$ cat config.mk
export PLATFORM = sky130hd
export DESIGN_NAME = duplex_reg_xcvr
export DESIGN_NICKNAME = d
export VERILOG_FILES = /design/src/rtl/xcvr_pkg.sv /design/src/rtl/xcvr_keeper.sv /design/src/rtl/xcvr_lane.sv /design/src/rtl/duplex_reg_xcvr.sv
export SDC_FILE = /design/constraint.sdc
export NUM_CORES = 1
export LEC_CHECK = 0
export ABC_AREA = 0
export BUFFER_PORTS_ARGS = -buffer_cell sky130_fd_sc_hd__buf_2
export CAP_MARGIN = 10
export CORE_UTILIZATION = 30
export CTS_BUF_LIST = sky130_fd_sc_hd__clkbuf_4 sky130_fd_sc_hd__clkbuf_8
export CTS_CLUSTER_SIZE = 40
export DETAILED_ROUTE_END_ITERATION = 10
export PLACE_DENSITY = 0.58
export SYNTH_ARGS = -nofsm -noshare
export SYNTH_HDL_FRONTEND = slang
export SYNTH_SLANG_ARGS = --single-unit
$ cat constraint.sdc
create_clock -name clk -period 2.24 [get_ports clk]
set_clock_uncertainty 0.2 [all_clocks]
set_input_delay 0.56 -clock clk [delete_from_list [all_inputs] [get_ports clk]]
set_output_delay 0.56 -clock clk [all_outputs]
set_load 0.005 [all_outputs]
$ cat src/rtl/xcvr_pkg.sv
package xcvr_pkg;

  // Action a storage cell takes in the current clk cycle.
  typedef enum logic [1:0] {
    CELL_FOLLOW = 2'd0,  // latch enable high: pass and load
    CELL_KEEP   = 2'd1,  // latch enable low, no rising edge: hold
    CELL_SNAP   = 2'd2   // latch enable low, rising direction clock: load
  } cell_act_e;

  localparam int NUM_DIRS = 2;
  localparam int DIR_AB   = 0;
  localparam int DIR_BA   = 1;

endpackage

$ cat src/rtl/xcvr_keeper.sv
module xcvr_keeper #(
  parameter int W       = 18,
  parameter bit HOLD_EN = 1'b1
) (
  input  logic         clk,
  input  logic         rst,
  input  logic [W-1:0] din,
  input  logic [W-1:0] drv,
  output logic [W-1:0] eff
);

  generate
    if (HOLD_EN) begin : g_hold
      logic [W-1:0] held_q;
      logic         past_rst_q;

      always_ff @(posedge clk) begin
        past_rst_q <= rst;
        if (rst) begin
          held_q <= '0;
        end else begin
          held_q <= (drv & din) | (~drv & held_q);
        end
      end

      assign eff = (drv & din) | (~drv & held_q);

      // a floating bit keeps the value it showed one cycle earlier
      a_r8_float_keeps: assert property (@(posedge clk) disable iff (rst)
        !past_rst_q |-> (((eff ^ $past(eff)) & ~drv) == '0));
    end else begin : g_raw
      logic unused_keeper;
      assign unused_keeper = ^{clk, rst, drv};
      assign eff = din;
    end
  endgenerate

endmodule

$ cat src/rtl/xcvr_lane.sv
module xcvr_lane #(
  parameter int W      = 18,
  parameter bit OE_LOW = 1'b0
) (
  input  logic         clk,
  input  logic         rst,
  input  logic         le,
  input  logic         ck,
  input  logic         oe,
  input  logic [W-1:0] din,
  output logic [W-1:0] dout,
  output logic         drive
);
  import xcvr_pkg::*;

  logic [W-1:0] store_q;
  logic         ck_q;
  cell_act_e    act;

  always_comb begin
    if (le)              act = CELL_FOLLOW;
    else if (ck && !ck_q) act = CELL_SNAP;
    else                 act = CELL_KEEP;
  end

  always_ff @(posedge clk) begin
    if (rst) begin
      store_q <= '0;
      ck_q    <= 1'b0;
    end else begin
      ck_q <= ck;
      if (act != CELL_KEEP) store_q <= din;
    end
  end

  assign dout  = (act == CELL_FOLLOW) ? din : store_q;
  assign drive = !rst && (OE_LOW ? !oe : oe);

  // reset empties the cell
  a_r1_clear: assert property (@(posedge clk)
    rst |=> (store_q == '0));

  // pass-through also loads the cell
  a_r2_follow_load: assert property (@(posedge clk) disable iff (rst)
    le |=> (store_q == $past(din)));

  // no enable and no rising edge keeps the cell unchanged
  a_r3_keep: assert property (@(posedge clk) disable iff (rst)
    (!le && !(ck && !ck_q)) |=> $stable(store_q));

  // a rising direction clock with the enable low loads the input
  a_r4_snap: assert property (@(posedge clk) disable iff (rst)
    (!le && ck && !ck_q) |=> (store_q == $past(din)));

endmodule

$ cat src/rtl/duplex_reg_xcvr.sv
module duplex_reg_xcvr #(
  parameter int W       = 18,
  parameter bit HOLD_EN = 1'b1
) (
  input  logic         clk,
  input  logic         rst,
  input  logic [W-1:0] a_din,
  input  logic [W-1:0] a_drv_mask,
  input  logic [W-1:0] b_din,
  input  logic [W-1:0] b_drv_mask,
  input  logic         ab_le,
  input  logic         ab_ck,
  input  logic         ab_oe,
  input  logic         ba_le,
  input  logic         ba_ck,
  input  logic         ba_oe_n,
  output logic [W-1:0] b_dout,
  output logic         b_drive,
  output logic [W-1:0] a_dout,
  output logic         a_drive
);
  import xcvr_pkg::*;

  logic [NUM_DIRS-1:0][W-1:0] raw, mask, eff, res;
  logic [NUM_DIRS-1:0]        le, ck, oe, drv;

  assign raw[DIR_AB]  = a_din;
  assign mask[DIR_AB] = a_drv_mask;
  assign le[DIR_AB]   = ab_le;
  assign ck[DIR_AB]   = ab_ck;
  assign oe[DIR_AB]   = ab_oe;

  assign raw[DIR_BA]  = b_din;
  assign mask[DIR_BA] = b_drv_mask;
  assign le[DIR_BA]   = ba_le;
  assign ck[DIR_BA]   = ba_ck;
  assign oe[DIR_BA]   = ba_oe_n;

  for (genvar d = 0; d < NUM_DIRS; d++) begin : g_dir
    xcvr_keeper #(.W(W), .HOLD_EN(HOLD_EN)) u_keep (
      .clk (clk),
      .rst (rst),
      .din (raw[d]),
      .drv (mask[d]),
      .eff (eff[d])
    );

    xcvr_lane #(.W(W), .OE_LOW(d == DIR_BA)) u_lane (
      .clk   (clk),
      .rst   (rst),
      .le    (le[d]),
      .ck    (ck[d]),
      .oe    (oe[d]),
      .din   (eff[d]),
      .dout  (res[d]),
      .drive (drv[d])
    );
  end

  assign b_dout  = res[DIR_AB];
  assign b_drive = drv[DIR_AB];
  assign a_dout  = res[DIR_BA];
  assign a_drive = drv[DIR_BA];

  // output enable polarity outside reset
  a_r6_oe_polarity: assert property (@(posedge clk) disable iff (rst)
    (b_drive == ab_oe) && (a_drive == !ba_oe_n));

endmodule

After elaboration in Yosys (flattened, before gate mapping)
Index checks and enable logic that the tools add are counted.

operators by class
  equality and inequality tests = 2
  mux-type cells = 6
  bitwise logic cells = 8
  reductions and logical operators = 10

operator list
  cell                number
  $and 18x18->18      4
  $mux 18             2
  $not 18->18         2
  $or 18x18->18       2
  $mux 2              4
  $logic_and 1x1->1   4
  $logic_not 1->1     4
  $logic_not 2->1     2
  $ne 2x1->1 const B  2

word-level totals
  register bits after elaboration = 74

Depth between registers and ports, before layout
  depth after elaboration = 6
  gate-level depth with buffers = 5
  depth with buffers taken out = 3

Cells and area by module
A second synthesis with hierarchy kept.

unflattened totals
  cells, all modules = 316
  area, all modules = 3738.6 sq um

by module, submodules not included
  module                       instances  cells an instance  area each (sq um)  seq. area each (sq um)
  xcvr_keeper                  2          55                 783.3              360.3
  xcvr_lane (g_dir[0].u_lane)  1          103                1087.3             380.4
  xcvr_lane (g_dir[1].u_lane)  1          103                1084.8             380.4

Least setup slack after synthesis
Ideal clock, no wire load.

  path kind = input-to-output
  start = input rst
  end = output a_drive
  arrival = 1153 ps
  setup slack = 327 ps
  cell stages on the path = 4
  buffers on the path = 3
  path through = buf_2 buf_2 buf_2 nor2_1

between the ends
  longest elaborated chain between the ends = 2

RTL lines
  what                line                   RTL
  start: declaration  duplex_reg_xcvr.sv:6   input logic rst,
  $logic_not 1->1     xcvr_lane.sv:37        assign drive = !rst && (OE_LOW ? !oe : oe);
  $logic_and 1x1->1   xcvr_lane.sv:37
  end: declaration    duplex_reg_xcvr.sv:20  output logic a_drive

No other way between the ends.

Final worst setup path
  start = input ab_le
  end = output b_dout[17]

between the ends
  longest elaborated chain between the ends = 3

RTL lines
  what                line                   RTL
  start: declaration  duplex_reg_xcvr.sv:11  input logic ab_le,
  $mux 2              xcvr_lane.sv:21        if (le) act = CELL_FOLLOW;
  $logic_not 2->1     xcvr_lane.sv:36        assign dout = (act == CELL_FOLLOW) ? din : store_q;
  $mux 18             xcvr_lane.sv:36
  end: declaration    duplex_reg_xcvr.sv:17  output logic [W-1:0] b_dout,

No other way between the ends.

==> reports/qor.txt <==
RUN STATUS
-----------------------------------------------------------------------------
Run status ..................................................... complete, no violations

GLOBAL ROUTING
-----------------------------------------------------------------------------
GRT Residual Overflow ..........................................            0
GRT Resource Usage Total .......................................        0.129
Maximum number of pins on one net before global-route repair ...           56
Wire length of the first global-routing pass ...................      10.4 mm
Via count of the first global-routing pass .....................         2329
Antenna violations before repair ...............................            1

STA
-----------------------------------------------------------------------------
Final Hold Viols ...............................................            0
Min Hold Slack .................................................     0.287 ns
Final count of pins violating max slew .........................            0
Slew at the pin with the worst max-slew slack ..................     0.332 ns
Fmax ...........................................................      501 MHz
RSZ-0062 raised after global routing ...........................        false
Final number of setup-violating endpoints ......................            0
Headroom to the max-slew limit .................................        0.772
Post-Route Setup TNS ...........................................         0 ns
Final period util ..............................................        0.891
Final period demand of the worst path ..........................      2.00 ns
Setup WS post-layout ...........................................     0.244 ns

CLOCK TREE
-----------------------------------------------------------------------------
Number of clock buffers inserted by TritonCTS ..................            9
CTS tree .......................................................        built
H-Tree Depth ...................................................            3
# hold bufs at CTS .............................................            0
Root Buffer ....................................................     clkbuf_8
Post-CTS repair timing setup buffer count ......................            0
Clock Tree Buf Depth ...........................................            2
Resized cells post-CTS .........................................            0
Clock transition at the registers of the reported paths ........      0.08 ns
Skew-Pair Late Insertion Delay .................................      0.33 ns
Total number of clock tree sinks ...............................           74

CELLS AND AREA
-----------------------------------------------------------------------------
Final non-filler cell area .....................................     3820 um2
Fill cell count ................................................          981
Storage element area ...........................................     1480 um2
Fraction of layout cells with a size suffix above 1 ............        0.340
Area of the multi-input gates ..................................     1320 um2
Layout Nets ....................................................          498
Diode count ....................................................            0
Synthesis-to-layout area growth ................................        30.0%

LOGIC SYNTHESIS
-----------------------------------------------------------------------------
Post-synthesis instance area ...................................     2940 um2
Distinct cell type count after synthesis .......................           17
Portion of the post-synthesis area used by sequential elements .        0.504
Count of mapped cells out of synthesis .........................          305
Warnings, synthesis ............................................            0
Number of flip-flops and latches in the synthesized netlist ....           74
Total nets after synthesis .....................................          385
Syn avg cell area ..............................................     9.64 um2

PWR
-----------------------------------------------------------------------------
Worst voltage drop across the vdd grid .........................     0.249 mV
Standby leakage power ..........................................   0.00180 uW
Post-layout power ..............................................      2850 uW
Power per standard cell area ...................................   744 nW/um2

ROUTE
-----------------------------------------------------------------------------
First-pass iteration count of the detailed router ..............            4
Detailed-route wire length .....................................      6.53 mm
Total via count after detailed routing .........................         2546
Routed Antenna Nets ............................................            0
Average routed wire per standard cell ..........................      11.8 um
Avg Vias per Cell ..............................................         4.61
DR DRC count ...................................................            0
Iteration-0 DRC count of the detailed router ...................           74

RUN
-----------------------------------------------------------------------------
Max capacitance violation total ................................            0

FLOORPLANNING
-----------------------------------------------------------------------------
Die Footprint ..................................................    10200 um2
Initial core utilization .......................................        0.314
Count of boundary I/O pins .....................................          118
Overall die width ..............................................       101 um
Vertical die dimension .........................................       101 um
Core region area ...............................................     9370 um2
Std-Cell Rows ..................................................           35

CRITICAL PATH
-----------------------------------------------------------------------------
Startpoint of the most critical register-to-register path ...... g_dir[0].u_lane.ck_q$_SDFF_PP0_
CP Class ....................................................... input port to output port
Critical register-to-register path endpoint .................... g_dir[0].u_lane.store_q[4]$_SDFFE_PP0P_
Critical path data required time ...............................      1.48 ns
Sort of element at the end of the critical path ................  output port
Arrival time of the worst setup path ...........................      1.24 ns
Depth of the worst register-to-register path ...................            4
Register-to-register path setup slack ..........................      0.90 ns
Worst Setup SP .................................................        ab_le
Capturing element of the worst setup path ......................   b_dout[17]
Type of origin of the critical path ............................   input port
Max FO, Critical Path ..........................................           55

PLACEMENT
-----------------------------------------------------------------------------
Number of port buffers .........................................          117
Area after detailed placement ..................................     3630 um2
Worst slack at placement .......................................     0.246 ns
Routability cong. ..............................................        0.687
Detailed-placement wirelength estimate .........................      4.54 mm

MIN PATH
-----------------------------------------------------------------------------
Worst min-delay path class ..................................... flip-flop to flip-flop

==> stage by stage <==
stage	std cells	utilization
2_1_floorplan	305	-
3_3_place_gp	536	0.388
3_5_place_dp	536	0.388
4_1_cts	552	0.408
5_1_grt	552	0.408
6_report	552	0.408
==> layout make-up <==
type                       instances  share of cell area
clock buffer                      11              0.0396
clock inverter                     5             0.00982
inverter                           1            0.000982
multi-input combinational        207               0.345
sequential                        74               0.387
tap                              129              0.0422
timing repair buffer             125               0.175
==> power breakdown <==
| part | leakage [uW] | internal [uW] | switching (uW) |
|---|---|---|---|
| clock network | 0.0000919 | 466 | 490 |
| logic | 0.00110 | 221 | 218 |
| registers | 0.000613 | 1410 | 38.8 |
==> worst max-delay path, cell delays in order <==
cell	delay [ns]
buf_2	0.10
buf_12	0.22
nor2_1	0.06
a21oi_1	0.14
buf_2	0.14
==> cells by family after synthesis <==
logic type,synth area share
compound gates,0.167
buf+inv,0.0481
flops,0.504
mux,0.126
simple gates,0.154
==> cell usage after synthesis (all sizes together) <==
cell | number | area share
a211oi | 19 | 0.053
a21o | 1 | 0.0026
a21oi | 36 | 0.061
buf | 16 | 0.038
clkbuf | 7 | 0.0089
dfxtp | 74 | 0.50
inv | 1 | 0.0013
mux2 | 1 | 0.0038
mux2i | 36 | 0.12
nand2b | 2 | 0.0068
nor2 | 73 | 0.093
nor2b | 4 | 0.0085
nor3b | 18 | 0.046
o22a | 17 | 0.051
==> metal layers <==
layer / global-route usage / vias up / wire [um]
met3: 0.0423 / 11 / 513
met4: 0.0535 / 2 / 80
li1: - / 1290 / -
met1: 0.159 / 1140 / 3020
met2: 0.208 / 103 / 2890
met5: 0 / - / 18
==> flip-flops by register name (all words and copies together), names as in the netlist <==
name / cells
g_dir.u_keep.g_hold.held_q: 36
g_dir.u_lane.store_q: 36
g_dir.u_lane.ck_q: 2
==> worst min path at each step <==
stage / startpoint / to / slack, ns / cells past startpoint
floorplan: g_dir[1].u_lane.store_q[0]$_SDFFE_PP0P_ / g_dir[1].u_lane.store_q[0]$_SDFFE_PP0P_ / 0.26 / 1
global route: ab_ck / g_dir[0].u_lane.ck_q$_SDFF_PP0_ / 0.28 / 2
CTS: ab_ck / g_dir[0].u_lane.ck_q$_SDFF_PP0_ / 0.28 / 2
detailed placement: g_dir[1].u_lane.store_q[14]$_SDFFE_PP0P_ / g_dir[1].u_lane.store_q[14]$_SDFFE_PP0P_ / 0.27 / 1
global placement: g_dir[1].u_lane.store_q[11]$_SDFFE_PP0P_ / g_dir[1].u_lane.store_q[11]$_SDFFE_PP0P_ / 0.26 / 1
finish: g_dir[1].u_lane.store_q[14]$_SDFFE_PP0P_ / g_dir[1].u_lane.store_q[14]$_SDFFE_PP0P_ / 0.29 / 1
==> cell usage in the layout (no fill, tap or decap), types with 4 or more instances in the layout <==
cell type	n
buf_4	6
buf_2	117
a211oi_1	18
a21oi_1	36
clkbuf_8	11
mux2i_1	36
nor3b_1	18
o22a_1	17
dfxtp_1	74
nor2b_1	4
nor2_1	73
Note: power is estimated with default switching activity, not from simulation.
